==> config.mk <==
export PLATFORM = sky130hd
export DESIGN_NAME = rfsh_addr_gen
export DESIGN_NICKNAME = d
export VERILOG_FILES = /design/src/rtl/rfsh_pkg.sv /design/src/rtl/rfsh_window.sv /design/src/rtl/rfsh_counter.sv /design/src/rtl/rfsh_vecreg.sv /design/src/rtl/rfsh_addr_gen.sv
export SDC_FILE = /design/constraint.sdc
export NUM_CORES = 1
export LEC_CHECK = 0
export BUFFER_PORTS_ARGS = -buffer_cell sky130_fd_sc_hd__buf_2
export CAP_MARGIN = 20
export CELL_PAD_IN_SITES_DETAIL_PLACEMENT = 2
export CELL_PAD_IN_SITES_GLOBAL_PLACEMENT = 2
export CORE_MARGIN = 2
export CORE_UTILIZATION = 29
export CTS_BUF_LIST = sky130_fd_sc_hd__clkbuf_8 sky130_fd_sc_hd__clkbuf_16
export DETAILED_ROUTE_END_ITERATION = 6
export PLACE_DENSITY = 0.81
export SLEW_MARGIN = 20
export SYNTH_ARGS = -nofsm -noshare
export SYNTH_HDL_FRONTEND = slang
export SYNTH_HIERARCHICAL = 1
export SYNTH_SLANG_ARGS = --single-unit
export TNS_END_PERCENT = 20
==> constraint.sdc <==
create_clock -name clk -period 3.55 [get_ports clk]
set_input_delay 0.5325 -clock clk [delete_from_list [all_inputs] [get_ports clk]]
set_output_delay 0.5325 -clock clk [all_outputs]
set_load 0.05 [all_outputs]
==> src/rtl/rfsh_pkg.sv <==
package rfsh_pkg;
   typedef enum logic [1:0] {
      TS_T1 = 2'd0,
      TS_T2 = 2'd1,
      TS_T3 = 2'd2,
      TS_T4 = 2'd3
   } tstate_e;
endpackage

==> src/rtl/rfsh_window.sv <==
// Decodes the refresh window and issues a single bump per fetch cycle.
module rfsh_window
   import rfsh_pkg::*;
(
   input  logic       clk,
   input  logic       rst_n,
   input  logic       m1_cyc,
   input  logic [1:0] tstate,
   output logic       win_open,
   output logic       bump
);
   logic in_t4;
   logic bumped_q;

   assign win_open = m1_cyc && ((tstate == TS_T3) || (tstate == TS_T4));
   assign in_t4    = m1_cyc && (tstate == TS_T4);
   assign bump     = in_t4 && !bumped_q;

   // guards against a T4 held over several clocks
   always_ff @(posedge clk or negedge rst_n) begin
      if (!rst_n)
         bumped_q <= 1'b0;
      else
         bumped_q <= in_t4;
   end
endmodule

==> src/rtl/rfsh_counter.sv <==
// Refresh counter: the low CNT_W bits count, the upper bits hold.
module rfsh_counter #(
   parameter int REG_W = 8,
   parameter int CNT_W = 7
) (
   input  logic             clk,
   input  logic             rst_n,
   input  logic             bump,
   input  logic             load,
   input  logic [REG_W-1:0] din,
   output logic [REG_W-1:0] q
);
   localparam int HOLD_W = REG_W - CNT_W;

   logic [REG_W-1:0] nxt;

   generate
      if (CNT_W == REG_W) begin : g_full
         assign nxt = q + REG_W'(1);
      end else begin : g_split
         logic [CNT_W-1:0] low_inc;
         assign low_inc = q[CNT_W-1:0] + CNT_W'(1);
         assign nxt     = {q[REG_W-1 -: HOLD_W], low_inc};
      end
   endgenerate

   always_ff @(posedge clk or negedge rst_n) begin
      if (!rst_n)
         q <= '0;
      else if (load)
         q <= din;
      else if (bump)
         q <= nxt;
   end
endmodule

==> src/rtl/rfsh_vecreg.sv <==
// Interrupt-vector register with a load port.
module rfsh_vecreg #(
   parameter int W = 8
) (
   input  logic         clk,
   input  logic         rst_n,
   input  logic         load,
   input  logic [W-1:0] din,
   output logic [W-1:0] q
);
   always_ff @(posedge clk or negedge rst_n) begin
      if (!rst_n)
         q <= '0;
      else if (load)
         q <= din;
   end
endmodule

==> src/rtl/rfsh_addr_gen.sv <==
module rfsh_addr_gen #(
   parameter int REG_W  = 8,
   parameter int CNT_W  = 7,
   parameter int VEC_W  = 8,
   parameter int ADDR_W = 16
) (
   input  logic              clk,
   input  logic              rst_n,
   input  logic              m1_cyc,
   input  logic [1:0]        tstate,
   input  logic [REG_W-1:0]  acc_data,
   input  logic              r_load,
   input  logic              i_load,
   output logic [ADDR_W-1:0] rfsh_addr,
   output logic              addr_drive,
   output logic              rfsh_n,
   output logic              mreq_n,
   output logic [REG_W-1:0]  r_value
);
   localparam int COMP_W = VEC_W + REG_W;

   generate
      if (CNT_W < 1 || CNT_W > REG_W) begin : g_bad_cnt
         $error("rfsh_addr_gen: CNT_W must lie in 1..REG_W");
      end
      if (COMP_W != ADDR_W) begin : g_bad_addr
         $error("rfsh_addr_gen: ADDR_W must equal VEC_W + REG_W");
      end
      if (VEC_W > REG_W) begin : g_bad_vec
         $error("rfsh_addr_gen: VEC_W may not exceed accumulator width");
      end
   endgenerate

   logic             win_open;
   logic             bump;
   logic [VEC_W-1:0] vec_q;

   rfsh_window u_win (
      .clk      (clk),
      .rst_n    (rst_n),
      .m1_cyc   (m1_cyc),
      .tstate   (tstate),
      .win_open (win_open),
      .bump     (bump)
   );

   rfsh_counter #(.REG_W(REG_W), .CNT_W(CNT_W)) u_cnt (
      .clk   (clk),
      .rst_n (rst_n),
      .bump  (bump),
      .load  (r_load),
      .din   (acc_data),
      .q     (r_value)
   );

   rfsh_vecreg #(.W(VEC_W)) u_vec (
      .clk   (clk),
      .rst_n (rst_n),
      .load  (i_load),
      .din   (acc_data[VEC_W-1:0]),
      .q     (vec_q)
   );

   assign addr_drive = win_open;
   assign rfsh_n     = !win_open;
   assign mreq_n     = !win_open;
   assign rfsh_addr  = win_open ? {vec_q, r_value} : '0;
endmodule

==> results of run 1 <==
==> critical path, cell delays in order <==
cell	delay [ns]
buf_2	0.09
and2_2	0.31
and2_2	0.20
buf_2	0.26
==> cell type report <==
type                    instances  share of cell area
multi-input cells              61               0.387
flip-flops and latches         17               0.355
inverters                       1             0.00313
well taps                      44              0.0459
clock buffers                   3              0.0344
repair buffers                 41               0.171
clock inverters                 1             0.00417
==> worst min path at each step <==
stage,startpoint,endpoint,slack [ns],depth (start not counted)
floorplan,rst_n,u_cnt/q[0]$_DFFE_PN0P_,0.24,0
global placement,rst_n,u_cnt/q[5]$_DFFE_PN0P_,0.47,1
detailed placement,rst_n,u_cnt/q[6]$_DFFE_PN0P_,0.49,1
CTS,rst_n,u_vec/q[6]$_DFFE_PN0P_,0.21,1
global route,rst_n,u_cnt/q[6]$_DFFE_PN0P_,0.22,1
finish,rst_n,u_cnt/q[6]$_DFFE_PN0P_,0.20,1
==> cell usage after synthesis (all sizes together), types with 2 or more instances <==
cell type and instances:
buf 5, nand4 2, and2 17, nor2b 2, o21ai 7, or4 2, nand3 6, nand2 8
dfrtp 17, xor2 3, mux2 9
==> per-stage QoR <==
step           setup slack, ns  power (mW)  hold WS (ns)  cells  area (µm²)
3_5_place_dp              1.60       0.391         0.489    164        1150
5_1_grt                   1.53       0.566         0.216    168        1200
3_3_place_gp              1.66       0.384         0.471    164        1150
6_report                  1.62       0.532         0.200    168        1200
4_1_cts                   1.60       0.542         0.215    168        1200
2_1_floorplan             1.41       0.347         0.237     84         933
==> cells by family after synthesis <==
logic type      Yosys count
simple gates             39
flops                    17
mux                      10
compound gates            7
buf+inv                   6
xor+xnor                  4
fa+ha+maj                 1
==> state kept, by name, summed over array words and instances, names as in the netlist <==
name,cells
u_cnt/q,8
u_win/bumped_q,1
u_vec/q,8
==> report_power, final <==
group          switching [mW]  internal [mW]  leakage [nW]
logic                   0.107         0.0483         0.385
clock network          0.0692         0.0779        0.0255
registers              0.0177          0.212         0.204
total                   0.194          0.338         0.614
==> routing by layer <==
metal  wire length (µm)  up-vias  GRT usage
met3                143        4     0.0213
met4                 38        0     0.0559
met2               1270       28      0.275
met1               1060      364      0.190
li1                   -      360          -
met5                  0        -          0
==> results by group, run 1 <==
Logic synthesis
  • Top_reg_cell synth: dfrtp_1
  • Synthesis Warnings: 6
  • Top-area cell type share of the netlist area: 0.456
  • Sequential fraction of the synthesis area: 0.456
  • Synth Area in Compound Gates: 0.0375
  • Synth cell types: 21
  • Largest family of logic cells by synthesized area: simple AND/OR/NAND/NOR gates
  • Largest cells by area after synthesis: dfrtp_1, mux2_4, and2_2
  • Post-synthesis xor/xnor area fraction: 0.0375
  • Share of flip-flops with an asynchronous set or reset: 1.00
  • Syn_area_per_cell: 11.1 µm²
  • Cell taking the most area after synthesis: dfrtp_1
  • Mux share of post-synthesis cell area: 0.151
  • Post-Synth Adder-Cell Area: 0.0134
  • Post-synthesis cell area: 933 µm²
  • Number of flops mapped to enable cells by yosys: 0
  • Cell count after synthesis: 84
  • Net count after synthesis: 100
  • Post-Synth Simple-Gate Area: 0.257
  • Post-synthesis register bit count: 17

GRT
  • Vias in the first global route: 843
  • First-pass GRT wire length: 4.17 mm
  • All-Layer GR Usage: 0.155
  • Initial antenna violation count: 0
  • Congestion Overflow GR: 0
  • Largest net degree at the start of global routing: 19

Detailed routing
  • Remaining DRCs: 0
  • Vias per inst: 4.50
  • Post-DR wirelength/cell: 14.9 µm
  • DR vias: 756
  • Antenna Violating Nets Remaining: 0
  • DRT Pass-1 Iters: 2
  • Total length of routed wires: 2.51 mm
  • DRT iter0 DRCs: 17

Timing
  • Tmin final: 1.93 ns
  • Worst-Margin Slew: 0.403 ns
  • Final period util: 0.544
  • Slew Viols, Final: 0
  • Final setup violation count: 0
  • Final Hold Fails: 0
  • RSZ-0062 raised after global routing: no
  • Post-route setup TNS: 0 ns
  • Max Clk Rate: 0.517 GHz
  • Worst clock skew: 0.00110 ns
  • Max_slew headroom: 0.731

Worst setup path
  • Critical Path Sink: rfsh_addr[2]
  • R2r setup slk: 2.07 ns
  • Crit Path Category: primary input to primary output
  • Worst reg2reg startpoint: u_win/bumped_q$_DFF_PN0_
  • Capture point of the worst reg-to-reg path: u_cnt/q[6]$_DFFE_PN0P_
  • Crit path from: tstate[1]
  • Worst reg2reg path depth: 4
  • Critical Path Sink Type: primary output
  • Critical path arrival: 1.40 ns
  • Worst Setup Start Kind: primary input
  • Crit Path Max Fanout: 18
  • Worst Path Required: 3.02 ns

Final layout
  • # nets final: 141
  • Most common cell after layout, fill and taps aside: buf_2
  • Diode count: 0
  • Share of layout cells above drive strength 1: 0.548
  • Area of the multi-input gates: 464 µm²
  • Commonest non-fill, non-tap cells in the layout: buf_2, dfrtp_1, and2_2
  • Storage cell area: 425 µm²
  • Area growth syn-to-layout: 28.6%
  • FILL cells: 360
  • Final Util: 0.393

CTS
  • Root Buffer: clkbuf_8
  • Clk_lat worst skew: 0.25 ns
  • Clk buf depth: 2
  • Post-CTS Setup Bufs: 0
  • Post-cts sizing count: 0
  • H-tree Lvls: 1
  • CTS tree: yes
  • Clock slew at reported path FFs: 0.07 ns
  • CTS Buf Count: 3
  • CTS Hold Bufs: 0
  • Clock Sinks: 17

Power and ir drop
  • Leakage: 0.614 nW
  • PwrDens: 444 nW/µm²
  • Worst vdd ir: 0.000150 V

Flow run
  • MaxCap Viol Count: 0

Floorplan
  • Initial cell density of the core: 0.306
  • Chip Width: 60.7 µm
  • Core footprint: 3050 µm²
  • Die area: 3690 µm²
  • Num rows: 20
  • Die height: 60.7 µm
  • I/O Pins: 42

Run status
  • Status: finished, final reports clean

Worst hold path
  • Hold crit path type: primary input to asynchronous set/reset pin

Placed design
  • IO buf count: 41
  • GPL Wtd Cong: 0.671
(Power assumes the default switching activity.)
==> run 2, diff against run 1 <==
ABC_AREA = 1   (was not set)
CORE_UTILIZATION = 24   (was 29)
PLACE_DENSITY = 0.75   (was 0.81)
clock period = 1.97 ns   (was 3.55 ns; I/O delays follow)
==> run 2 against run 1 <==
  * First-iteration DRC count grew 29%
  * Worst hold slack gained 0.065 ns
  * Critical path depth grew 2
  * Non-clock buffer count grew 1
  * Synthesized cell count grew 57%
  * Sequential power grew 81%
  * Global-route usage shrank 1.4 points
  * Routed wire length grew 17%
  * Critical path type unchanged
  * Largest power group unchanged
==> results by group, run 2 <==
Placed design
  • DP HPWL: 2.32 mm
  • IO buf count: 41 (unchanged)
  • Setup WS pre-CTS: 0.293 ns (-1.31 ns)
  • GPL Wtd Cong: 0.770 (+15%)

CTS
  • Clk_lat worst skew: 0.25 ns (about the same)
  • Clock slew at reported path FFs: 0.07 ns (about the same)
  • Post-CTS Setup Bufs: 0 (unchanged)
  • Post-cts sizing count: 0 (unchanged)
  • Root Buffer: clkbuf_8
  • Clock Sinks: 17 (unchanged)
  • H-tree Lvls: 1 (unchanged)
  • Clk buf depth: 2 (unchanged)
  • CTS tree: yes
  • CTS Hold Bufs: 1 (+1)
  • CTS Buf Count: 3 (unchanged)

Floorplan
  • Chip Width: 68.3 µm (+13%)
  • Num rows: 23 (+15%)
  • Die height: 68.3 µm (+13%)
  • Core footprint: 4000 µm² (+31%)
  • I/O Pins: 42 (unchanged)
  • Initial cell density of the core: 0.248 (-0.0574)
  • Die area: 4670 µm² (+27%)

Timing
  • Post-route setup TNS: 0 ns (unchanged)
  • Max_slew headroom: 0.614 (-0.117)
  • Worst clock skew: 0.000851 ns (-0.000250 ns)
  • Max Clk Rate: 0.610 GHz
  • Worst-Margin Slew: 0.578 ns (+0.175 ns)
  • Final period util: 0.832
  • Final Hold Fails: 0 (unchanged)
  • Tmin final: 1.64 ns
  • RSZ-0062 raised after global routing: no
  • Final setup violation count: 0 (unchanged)
  • Slew Viols, Final: 0 (unchanged)
  • Final worst slack: 0.330 ns (-1.29 ns)

Logic synthesis
  • Top_reg_cell synth: dfrtp_1
  • Top cells by count, synth: nand2_1, inv_1, dfrtp_1, nand3_1, a22oi_1
  • Synthesis Warnings: 6 (unchanged)
  • Post-synthesis cell area: 993 µm² (+6.4%)
  • Number of flops mapped to enable cells by yosys: 0 (unchanged)
  • Cell taking the most area after synthesis: dfrtp_1
  • Sequential fraction of the synthesis area: 0.428 (-0.0276)
  • Top-area cell type share of the netlist area: 0.428 (-0.0276)
  • Net count after synthesis: 148 (+48%)
  • Synth cell types: 19 (-9.5%)
  • Largest cells by area after synthesis: dfrtp_1, nand2_1, inv_1
  • Most frequent cell after synthesis: nand2_1
  • Syn_area_per_cell: 7.53 µm² (-32%)
  • Share of flip-flops with an asynchronous set or reset: 1.00 (unchanged)
  • Cell count after synthesis: 132 (+57%)
  • Post-synthesis register bit count: 17 (unchanged)

Detailed routing
  • Remaining DRCs: 0 (unchanged)
  • Antenna Violating Nets Remaining: 0 (unchanged)
  • DRT Pass-1 Iters: 4 (+2)
  • Vias per inst: 4.26 (-5.2%)
  • DR vias: 951 (+26%)
  • DRT iter0 DRCs: 22 (+5)
  • Total length of routed wires: 2.93 mm (+17%)
  • Post-DR wirelength/cell: 13.1 µm (-12%)

Power and ir drop
  • PwrDens: 771 nW/µm² (+74%)
  • Worst vdd ir: 0.000193 V (+29%)
  • Leakage: 0.809 nW (+32%)

Final layout
  • # nets final: 190 (+35%)
  • Most common cell after layout, fill and taps aside: nand2_1
  • Share of layout cells above drive strength 1: 0.324 (-0.225)
  • Area growth syn-to-layout: 27.0%
  • Commonest non-fill, non-tap cells in the layout: nand2_1, buf_2, inv_1
  • Regs by FF count: u_cnt/q (8), u_vec/q (8), u_win/bumped_q (1)
  • Diode count: 0 (unchanged)

GRT
  • Largest net degree at the start of global routing: 19 (unchanged)
  • Initial antenna violation count: 0 (unchanged)
  • All-Layer GR Usage: 0.141 (-0.0139)
  • First-pass GRT wire length: 4.88 mm (+17%)
  • Vias in the first global route: 1013 (+20%)
  • Congestion Overflow GR: 0 (unchanged)

Worst hold path
  • Hold crit path type: primary input to register

Worst setup path
  • CP peak stage delay: 0.43 ns (+0.12 ns)
  • Slowest stage cell, crit path: inv_1
  • Crit Path Category: primary input to primary output
  • Critical path arrival: 1.34 ns (-0.06 ns)
  • Worst Path Required: 1.67 ns (-1.35 ns)
  • Critical Path Sink Type: primary output
  • CP Cell Sequence: buf_2 > nand2_1 > inv_1 > nand2_1 > inv_1 > buf_2
  • Crit Path Max Fanout: 18 (unchanged)
  • Worst Setup Start Kind: primary input

Flow run
  • MaxCap Viol Count: 0 (unchanged)

Run status
  • Status: finished, final reports clean
-- run 2: worst max-delay path, delay by kind of cell --
family        cells  cell delay [ns]
buf+inv           4             0.87
simple gates      2             0.17
-- run 2: kinds of logic (layout without fill, tap and decap cells) --
logic type,Yosys count,count (layout),synth area share
AOI/OAI and AO/OA,11,11,0.0882
adders and majority gates,1,1,0.0126
buffers and inverters,32,73,0.159
DFF,17,17,0.428
muxes,1,1,0.0113
and+or+nand+nor,70,70,0.301
-- run 2: where the power goes --
part           internal, mW  switching [mW]
Sequential            0.381          0.0354
Clock                 0.140           0.125
Combinational        0.0719           0.219
-- run 2: stage by stage --
stage / util / hold slack (ns) / power [mW] / area (µm²) / std cells
2_1_floorplan: - / -0.0000911 / 0.636 / 993 / 132
3_3_place_gp: 0.301 / 0.241 / 0.705 / 1200 / 218
3_5_place_dp: 0.301 / 0.254 / 0.717 / 1200 / 218
4_1_cts: 0.315 / 0.261 / 0.989 / 1260 / 223
5_1_grt: 0.315 / 0.275 / 1.03 / 1260 / 223
6_report: 0.315 / 0.265 / 0.972 / 1260 / 223
-- run 2: final cells by class --
| cell class | instances | area [µm²] |
|---|---|---|
| multi-input cells | 83 | 410 |
| clock inverters | 1 | 5.00 |
| inverters | 27 | 101 |
| fillers | 507 | 2740 |
| well taps | 50 | 62.6 |
| repair buffers | 42 | 215 |
| clock buffers | 3 | 41.3 |
| flip-flops and latches | 17 | 425 |
-- run 2: metal layers --
layer,global-route usage,part of all wire,vias to the layer above
met5,0,0,-
met4,0.0525,0.0099,0
met3,0.0164,0.031,2
met2,0.271,0.55,19
met1,0.156,0.40,453
li1,-,-,477
-- run 2: path summary, 6_finish.rpt --
path	cells after the start	slack, ns	startpoint	endpoint
setup reg to reg	6	0.73	u_cnt/q[0]$_DFFE_PN0P_	u_cnt/q[6]$_DFFE_PN0P_
hold / removal	3	0.26	acc_data[6]	u_vec/q[6]$_DFFE_PN0P_
max in group asynchronous	2	1.18	rst_n	u_vec/q[7]$_DFFE_PN0P_
min in group asynchronous	2	0.50	rst_n	u_cnt/q[1]$_DFFE_PN0P_
hold reg to reg	2	0.48	u_vec/q[4]$_DFFE_PN0P_	u_vec/q[4]$_DFFE_PN0P_
setup / recovery	6	0.33	tstate[1]	rfsh_addr[11]
